### src/rtl/i2cx_pkg.sv
package i2cx_pkg;

    typedef enum logic [2:0] {
        ST_IDLE,
        ST_ADDR,
        ST_ACK_A,
        ST_CMD,
        ST_WDATA,
        ST_ACK_W,
        ST_RDATA,
        ST_RACK
    } tgt_state_e;

    localparam logic [1:0] TIE_GND = 2'b00;
    localparam logic [1:0] TIE_SUP = 2'b01;
    localparam logic [1:0] TIE_SCL = 2'b10;
    localparam logic [1:0] TIE_SDA = 2'b11;

endpackage

### src/rtl/i2cx_sync.sv
module i2cx_sync #(
    parameter int W      = 2,
    parameter int STAGES = 2
) (
    input  logic         clk,
    input  logic         rst_n,
    input  logic [W-1:0] d_i,
    output logic [W-1:0] q_o
);
    logic [W-1:0] stage_q [STAGES];

    for (genvar g = 0; g < STAGES; g++) begin : g_stage
        always_ff @(posedge clk or negedge rst_n) begin
            if (!rst_n) begin
                stage_q[g] <= '1;
            end else if (g == 0) begin
                stage_q[g] <= d_i;
            end else begin
                stage_q[g] <= stage_q[(g == 0) ? 0 : g-1];
            end
        end
    end

    assign q_o = stage_q[STAGES-1];
endmodule

### src/rtl/i2cx_addr_map.sv
module i2cx_addr_map
    import i2cx_pkg::*;
(
    input  logic [1:0] tie_hi_i,
    input  logic [1:0] tie_mid_i,
    input  logic [1:0] tie_lo_i,
    output logic [6:0] dev_addr_o,
    output logic       valid_o
);
    logic hi_bus, mid_bus, lo_bus;

    assign hi_bus  = tie_hi_i[1];
    assign mid_bus = tie_mid_i[1];
    assign lo_bus  = tie_lo_i[1];

    always_comb begin
        dev_addr_o = '0;
        valid_o    = 1'b0;
        if (hi_bus && mid_bus) begin
            valid_o    = 1'b1;
            dev_addr_o = {3'b101, lo_bus, tie_hi_i == TIE_SDA, tie_mid_i == TIE_SDA,
                          lo_bus ? (tie_lo_i == TIE_SDA) : (tie_lo_i == TIE_SUP)};
        end else if (hi_bus) begin
            valid_o    = 1'b1;
            dev_addr_o = {3'b110, lo_bus, tie_hi_i == TIE_SDA, tie_mid_i == TIE_SUP,
                          (tie_lo_i == TIE_SUP) || (tie_lo_i == TIE_SDA)};
        end
    end
endmodule

### src/rtl/i2cx_ptr_step.sv
module i2cx_ptr_step #(
    parameter int PW = 8
) (
    input  logic [PW-1:0] ptr_i,
    output logic [PW-1:0] ptr_o
);
    localparam logic [PW-2:0] PAIR_IN  = (PW-1)'(0);
    localparam logic [PW-2:0] PAIR_OUT = (PW-1)'(1);
    localparam logic [PW-3:0] QUAD_SEL = (PW-2)'(1);
    localparam logic [PW-4:0] OCT_SEL  = (PW-3)'(2);

    always_comb begin
        if (ptr_i[PW-1:1] == PAIR_IN || ptr_i[PW-1:1] == PAIR_OUT) begin
            ptr_o = {ptr_i[PW-1:1], ~ptr_i[0]};
        end else if (ptr_i[PW-1:2] == QUAD_SEL) begin
            ptr_o = {ptr_i[PW-1:2], ptr_i[1:0] + 2'd1};
        end else if (ptr_i[PW-1:3] == OCT_SEL) begin
            ptr_o = {ptr_i[PW-1:3], ptr_i[2:0] + 3'd1};
        end else begin
            ptr_o = ptr_i;
        end
    end
endmodule

### src/rtl/i2cx_target.sv
module i2cx_target
    import i2cx_pkg::*;
#(
    parameter int DW          = 8,
    parameter int SYNC_STAGES = 2
) (
    input  logic          clk,
    input  logic          rst_n,
    input  logic          scl_i,
    input  logic          sda_i,
    input  logic [1:0]    strap_hi_i,
    input  logic [1:0]    strap_mid_i,
    input  logic [1:0]    strap_lo_i,
    output logic          sda_pull_o,
    output logic          wr_en_o,
    output logic [DW-1:0] wr_addr_o,
    output logic [DW-1:0] wr_data_o,
    output logic          rd_req_o,
    output logic [DW-1:0] rd_addr_o,
    input  logic [DW-1:0] rd_data_i
);
    localparam int CW = $clog2(DW + 1);
    localparam logic [CW-1:0] BYTE_DONE = CW'(DW);
    localparam logic [CW-1:0] LAST_TX   = CW'(DW - 1);

    tgt_state_e    state, state_nxt;
    logic [1:0]    bus_s;
    logic          scl_s, sda_s, scl_q, sda_q;
    logic          scl_rise, scl_fall, start_det, stop_det;
    logic [6:0]    dev_addr;
    logic          addr_ok;
    logic [DW-1:0] shreg, ptr, ptr_nxt;
    logic [CW-1:0] bit_cnt;
    logic          mack;
    logic          rx_state, rx_done, load_rd;

    i2cx_sync #(.W(2), .STAGES(SYNC_STAGES)) u_sync (
        .clk(clk), .rst_n(rst_n), .d_i({scl_i, sda_i}), .q_o(bus_s)
    );

    i2cx_addr_map u_map (
        .tie_hi_i(strap_hi_i), .tie_mid_i(strap_mid_i), .tie_lo_i(strap_lo_i),
        .dev_addr_o(dev_addr), .valid_o(addr_ok)
    );

    i2cx_ptr_step #(.PW(DW)) u_step (.ptr_i(ptr), .ptr_o(ptr_nxt));

    assign scl_s = bus_s[1];
    assign sda_s = bus_s[0];

    always_ff @(posedge clk or negedge rst_n) begin
        if (!rst_n) begin
            scl_q <= 1'b1;
            sda_q <= 1'b1;
        end else begin
            scl_q <= scl_s;
            sda_q <= sda_s;
        end
    end

    assign scl_rise  = scl_s & ~scl_q;
    assign scl_fall  = ~scl_s & scl_q;
    assign start_det = scl_s & scl_q & sda_q & ~sda_s;
    assign stop_det  = scl_s & scl_q & ~sda_q & sda_s;

    assign rx_state = (state == ST_ADDR) || (state == ST_CMD) || (state == ST_WDATA);
    assign rx_done  = rx_state && scl_fall && (bit_cnt == BYTE_DONE);
    assign load_rd  = scl_fall && (((state == ST_ACK_A) && shreg[0]) ||
                                   ((state == ST_RACK) && mack));

    // next-state logic
    always_comb begin
        state_nxt = state;
        unique case (state)
            ST_IDLE:  state_nxt = ST_IDLE;
            ST_ADDR:  if (rx_done)
                          state_nxt = (addr_ok && shreg[DW-1:1] == dev_addr) ? ST_ACK_A : ST_IDLE;
            ST_ACK_A: if (scl_fall) state_nxt = shreg[0] ? ST_RDATA : ST_CMD;
            ST_CMD:   if (rx_done) state_nxt = ST_ACK_W;
            ST_WDATA: if (rx_done) state_nxt = ST_ACK_W;
            ST_ACK_W: if (scl_fall) state_nxt = ST_WDATA;
            ST_RDATA: if (scl_fall && bit_cnt == LAST_TX) state_nxt = ST_RACK;
            ST_RACK:  if (scl_fall) state_nxt = mack ? ST_RDATA : ST_IDLE;
        endcase
        if (stop_det)  state_nxt = ST_IDLE;
        if (start_det) state_nxt = ST_ADDR;
    end

    // state register
    always_ff @(posedge clk or negedge rst_n) begin
        if (!rst_n) state <= ST_IDLE;
        else        state <= state_nxt;
    end

    // datapath: shifter, bit counter, pointer, write strobe
    always_ff @(posedge clk or negedge rst_n) begin
        if (!rst_n) begin
            shreg     <= '0;
            bit_cnt   <= '0;
            ptr       <= '0;
            mack      <= 1'b0;
            wr_en_o   <= 1'b0;
            wr_addr_o <= '0;
            wr_data_o <= '0;
        end else begin
            wr_en_o <= 1'b0;
            if (start_det || stop_det) begin
                bit_cnt <= '0;
            end else begin
                if (rx_state && scl_rise && bit_cnt != BYTE_DONE) begin
                    shreg   <= {shreg[DW-2:0], sda_s};
                    bit_cnt <= bit_cnt + 1'b1;
                end
                if (rx_done) begin
                    bit_cnt <= '0;
                    if (state == ST_CMD) ptr <= shreg;
                    if (state == ST_WDATA) begin
                        wr_en_o   <= 1'b1;
                        wr_addr_o <= ptr;
                        wr_data_o <= shreg;
                        ptr       <= ptr_nxt;
                    end
                end
                if (state == ST_RDATA && scl_fall) begin
                    if (bit_cnt == LAST_TX) begin
                        bit_cnt <= '0;
                    end else begin
                        shreg   <= {shreg[DW-2:0], 1'b0};
                        bit_cnt <= bit_cnt + 1'b1;
                    end
                end
                if (state == ST_RACK && scl_rise) mack <= ~sda_s;
                if (load_rd) begin
                    shreg   <= rd_data_i;
                    ptr     <= ptr_nxt;
                    bit_cnt <= '0;
                end
            end
        end
    end

    // outputs
    always_comb begin
        sda_pull_o = (state == ST_ACK_A) || (state == ST_ACK_W) ||
                     ((state == ST_RDATA) && !shreg[DW-1]);
        rd_req_o   = load_rd;
        rd_addr_o  = ptr;
    end
endmodule

### config.mk
export PLATFORM = sky130hd
export DESIGN_NAME = i2cx_target
export DESIGN_NICKNAME = d
export VERILOG_FILES = /design/src/rtl/i2cx_pkg.sv /design/src/rtl/i2cx_sync.sv /design/src/rtl/i2cx_addr_map.sv /design/src/rtl/i2cx_ptr_step.sv /design/src/rtl/i2cx_target.sv
export SDC_FILE = /design/constraint.sdc
export NUM_CORES = 1
export LEC_CHECK = 0
export BUFFER_PORTS_ARGS = -buffer_cell sky130_fd_sc_hd__buf_2
export CAP_MARGIN = 0
export CORE_MARGIN = 2
export CORE_UTILIZATION = 45
export CTS_CLUSTER_SIZE = 24
export DETAILED_ROUTE_END_ITERATION = 16
export PLACE_DENSITY = 0.71
export SLEW_MARGIN = 20
export SYNTH_ARGS = -nofsm -noshare
export SYNTH_HDL_FRONTEND = slang
export SYNTH_SLANG_ARGS = --single-unit
### constraint.sdc
create_clock -name clk -period 2.8 [get_ports clk]
set_clock_uncertainty 0.15 [all_clocks]
set_input_delay 0.14 -clock clk [delete_from_list [all_inputs] [get_ports clk]]
set_output_delay 0.14 -clock clk [all_outputs]
set_load 0.05 [all_outputs]
* Yosys cells after proc, flatten, opt, wreduce, memory -nomap -nowiden *
Index checks and enable logic that the tools add are counted.

storage, ports and cells
  bits in registers = 47
  bits of input ports = 18
  output and inout port bits = 27
  word-level logic and storage cells = 122

operators by class
  add/sub/neg operators = 3
  eq/ne operators = 25
  muxes and demuxes = 37
  bitwise gates (word level) = 13
  reduce and logical (&&, ||, !) cells = 32

operators by type and width
  operator               number
  $mux W8                8
  $mux W3                13
  $mux W4                6
  $ne A4 B4 Y1 const B   6
  $pmux W3 S7            1
  $mux W7                2
  $logic_and A1 B1 Y1    13
  $eq A3 B3 Y1 const B   4
  $logic_or A1 B1 Y1     8
  $and A1 B1 Y1          7
  $eq A7 B1 Y1 const B   1
  $eq A7 B7 Y1           1
  $logic_not A7 Y1       1
  $eq A2 B2 Y1 const B   3
  $eq A3 B2 Y1 const B   2
  $eq A6 B1 Y1 const B   1
  $mux W1                6
  $not A1 Y1             6
  $reduce_and A3 Y1      2
  $reduce_and A6 Y1      1
  $eq A5 B2 Y1 const B   1
  $reduce_bool A5 Y1     1
  $add A4 B1 Y4 const B  1
  $eq A2 B1 Y1 const B   2
  13 further kinds       13

* Logic depth before layout (Yosys ltp) *
  word-level depth = 11
  mapped depth = 9
  gate-level depth less buffers = 7

* Cells and area by module *
A second synthesis with hierarchy kept.

unflattened totals
  cell total of the unflattened synthesis = 238
  area total of the unflattened synthesis = 2448.6 µm²

modules (own cells, without submodules)
  module         times used  cells each  area an instance (µm²)  sequential area each (µm²)
  i2cx_target    1           212         2160.8                  1078.5
  i2cx_sync      1           6           120.1                   105.1
  i2cx_ptr_step  1           12          117.6                   0.0
  i2cx_addr_map  1           8           50.0                    0.0

* Least setup slack after synthesis *
No wires, ideal clock.

  path type = reg2out
  from = reg state[0]
  to = out sda_pull_o
  arrival time = 1.917 ns
  required time = 2.510 ns
  slack = 0.593 ns
  cell stages (with the launch flop) = 5
  buffers on the path = 2
  cell sequence = dfrtp_1 buf_2 clkbuf_1 nand2_1 o21ai_0

on the way
  cells in the longest elaborated chain, start to end = 3
  elaborated cells on any way between the ends = 6
  those cells by class = eq/ne (3); reduce/logical (3)

ends and longest elaborated chain
  what                                                              RTL line                                RTL
  start: declaration                                                i2cx_target.sv:26                       tgt_state_e state, state_nxt;
  start signal: assignment                                          i2cx_target.sv:92                       else state <= state_nxt;
  $eq A3 B2 Y1 (tied with other cells)                              i2cx_target.sv:144                      sda_pull_o = (state == ST_ACK_A) || (state == ST_ACK_W) ||
  $logic_or A1 B1 Y1 / $logic_and A1 B1 Y1 (equally long branches)  i2cx_target.sv:144, i2cx_target.sv:145
  $logic_or A1 B1 Y1 (*)                                            i2cx_target.sv:144
  end: declaration                                                  i2cx_target.sv:14                       output logic sda_pull_o,

Every way passes the cells marked *; elsewhere a longest branch is shown, timed or not.

* Worst setup path in the final report *
  from = reg scl_q
  to = out rd_req_o

on the way
  cells in the longest elaborated chain, start to end = 2

ends and longest elaborated chain
  what                      RTL line           RTL
  start: declaration        i2cx_target.sv:28  logic scl_s, sda_s, scl_q, sda_q;
  start signal: assignment  i2cx_target.sv:56  scl_q <= scl_s;
  $and A1 B1 Y1             i2cx_target.sv:62  assign scl_fall = ~scl_s & scl_q;
  $logic_and A1 B1 Y1       i2cx_target.sv:68  assign load_rd = scl_fall && (((state == ST_ACK_A) && shreg[0]) ||
  end: declaration          i2cx_target.sv:18  output logic rd_req_o,

Every way passes these cells.

==> impl_metrics.csv <==
group,metric,value,unit
yosys,yosys.cell_types.count,46,
yosys,syn_avg_cell_area,10.42,um^2
placement,dpl_cell_area,2611,um^2
timing,setup_viol,0,
timing,worst_slew_pin_slew,624.1,ps
clock_network,cts_buffers,5,
grt,antenna_found_initial,0,
yosys,syn-instance-count,223,
routing,drc_errors,0,
flow_run,maxCapViolCount,0,
setup_path,cp-start-kind,"flop",
clock_network,cts_setup_buffers,0,
grt,grt_pass1_wl,7.886,mm
routing,ant_nets,0,
clock_network,clockBufferDepth,2,
routing,drt_first_pass_iters,4,
setup_path,worstPathBufferInverterCount,2,
layout,multi_input_area,1030,um^2
routing,routed_via_density,5.350,
routing,wl,4.821,mm
timing,rsz0062_at_grt,"no",
setup_path,cp_max_fo,10,
setup_path,crit_required,2510,ps
routing,drt_first_iter_violations,103,
setup_path,crit_chain,"nor2b_1, o21ai_0, inv_1, buf_2",
yosys,yosys.area.top_type_share,44.13,%
run_status,violations,"negative hold slack",
timing,slew_violations,0,
power,peakVddDrop,0.2468,mV
grt,grt_usage,18.50,%
yosys,syn_nets,244,
layout,final_cell_area,2786,um^2
setup_path,crit_type,"flop to output pin",
power,p_leak,1.390,nW
layout,n_antenna_cell,0,
clock_network,clk_latency,310,ps
timing,post-route-period-util,93.40,%
placement,gp_congestion,0.9201,
timing,relSlewSlack,58.30,%
die,core-area,5042,um^2
die,die_h,75.88,um
timing,finalCriticalPeriod,2615,ps
grt,grt_max_degree,48,
yosys,yosysWarningCount,0,
die,die_w,75.88,um
timing,hold_viol,1,
die,start_util,46.10,%
setup_path,cp.arrival,2330,ps
yosys,synth-edff-count,0,
yosys,synth_seq_cells,47,
clock_network,cts.root.buffer_cell,"clkbuf_8",
die,io_pins,45,
yosys,syn_area,2325,um^2
die,die_area,5757,um^2
setup_path,endpoint_kind,"output pin",
yosys,async_flop_share,100.0,%
layout,area_growth,19.86,%
yosys,yosys.area.top_type,"dfrtp_1",
placement,port-buffer-count,44,
routing,routedWlPerCell,13.93,um
yosys,synthTopCellsByCount,"dfrtp_1, o21ai_0, nand2_1",
power,powerDensity,498.3,nW/um^2
layout,seq_area,1184,um^2
clock_network,clock_sinks,47,
layout,final_layout_size_suffix_gt1_share,30.80,%
yosys,synth_most_common_cell,"dfrtp_1",
timing,max_clock_freq,382.4,MHz
setup_path,cpMaxStageDelayCell,"dfstp_2",
setup_path,cp_top_family,"buffers and inverters",
layout,nets,296,
layout,fillers,434,
run_status,outcome,"complete, but fails checks",
placement,dpl.hpwl,3.569,mm
clock_network,path_clk_slew,90,ps
die,num_rows,26,
clock_network,cts_tree,"built",
timing,hold_ws,-1.479,ps
setup_path,slowest_delay,560,ps
timing,fin_tns_setup,0,ps
yosys,synth_ff_type,"dfrtp_1",
grt,grt_pass1_vias,1700,
yosys,yosys-top-cells-area,"dfrtp_1, dfstp_2, mux2_2",
routing,vias,1851,
grt,gr-total-overflow,0,
clock_network,htree_levels,2,
hold_path,hold_class,"input port to flop",
yosys,ys_seq_area_share,50.91,%
==> kinds of logic after synthesis <==
kind of cell	share of synthesized area [%]
adder cells (fa/ha/maj)	1.615
AND/OR/NAND/NOR	16.58
multiplexers	8.934
buffers and inverters	4.790
XOR/XNOR	1.884
flip-flops	50.91
AO/OA/AOI/OAI	15.29
==> tightest hold or removal path, delay by kind of cell <==
family,cells,cell delay (ps)
AOI/OAI and AO/OA,2,200
buffers and inverters,1,80
==> registers in the layout, indices dropped and copies added, names as in the netlist, 2 cells and up <==
register,cells
wr_data_o,8
u_sync.q_o,2
u_sync.stage_q,2
bit_cnt,4
wr_addr_o,8
shreg,8
state,3
rd_addr_o,8
==> layout make-up <==
class / count / area share [%]
clock buffer: 5 / 2.470
clock inverter: 3 / 1.572
inverter: 14 / 1.886
multi-input combinational: 152 / 36.96
sequential: 47 / 42.48
tap: 70 / 3.143
timing repair buffer: 55 / 11.50
==> worst paths after layout <==
kind / start / end / slack, ps / cells after the start
max: scl_q / rd_req_o / 180 / 4
min: rd_data_i[4] / shreg[4] / -1 / 3
max reg2reg: scl_q / shreg[5] / 330 / 5
min reg2reg: u_sync.stage_q[2] / u_sync.q_o[0] / 210 / 0
max in group asynchronous: rst_n / sda_q / 1880 / 2
min in group asynchronous: rst_n / rd_addr_o[7] / 210 / 2
==> where the power goes <==
part	leakage, nW	internal (W)	switching [W]
Combinational	0.710	0.0000660	0.0000745
Sequential	0.622	0.000715	0.0000403
Clock	0.0581	0.000266	0.000227
==> layout by cell type, fill, tap and decap left out, types with 5 or more instances in the layout <==
| cell type | netlist | final |
|---|---|---|
| buf_2 | 2 | 43 |
| dfrtp_1 | 41 | 41 |
| o21ai_0 | 22 | 22 |
| nand2_1 | 18 | 18 |
| a21oi_1 | 16 | 16 |
| inv_1 | 14 | 14 |
| mux2_2 | 14 | 14 |
| nor2_1 | 9 | 9 |
| nand3_1 | 7 | 7 |
| o22ai_1 | 7 | 7 |
| dlygate4sd3_1 | 0 | 6 |
| buf_4 | 1 | 6 |
| dfstp_2 | 6 | 6 |
| mux2i_1 | 5 | 5 |
| clkbuf_8 | 0 | 5 |
==> what timing repair did <==
| item | in CTS | in global routing |
|---|---|---|
| setup endpoints to repair | 0 | 0 |
| resized for setup | 0 | 0 |
| endpoints found under the hold margin | 46 | 0 |
| hold buffers | 6 | 0 |
==> through the flow <==
step | utilization (%) | instances | power [W] | setup WS [ps]
after floorplan | - | 223 | 0.0008389 | 593.3
after global placement | 51.79 | 332 | 0.0009025 | 470.4
after detailed placement | 51.79 | 332 | 0.0009032 | 386.5
after CTS | 55.21 | 346 | 0.001404 | 215.7
after global routing | 55.26 | 346 | 0.001459 | 42.03
final | 55.26 | 346 | 0.001388 | 184.7
==> layer usage <==
layer | global-route usage [%] | up-vias | share of wire [%]
met5 | 0 | - | 0
met4 | 6.823 | 0 | 1.7
met3 | 4.630 | 9 | 5.0
met2 | 31.03 | 50 | 48
met1 | 23.04 | 890 | 45
li1 | - | 902 | -
No activity file was read; power rests on OpenSTA's default activity.
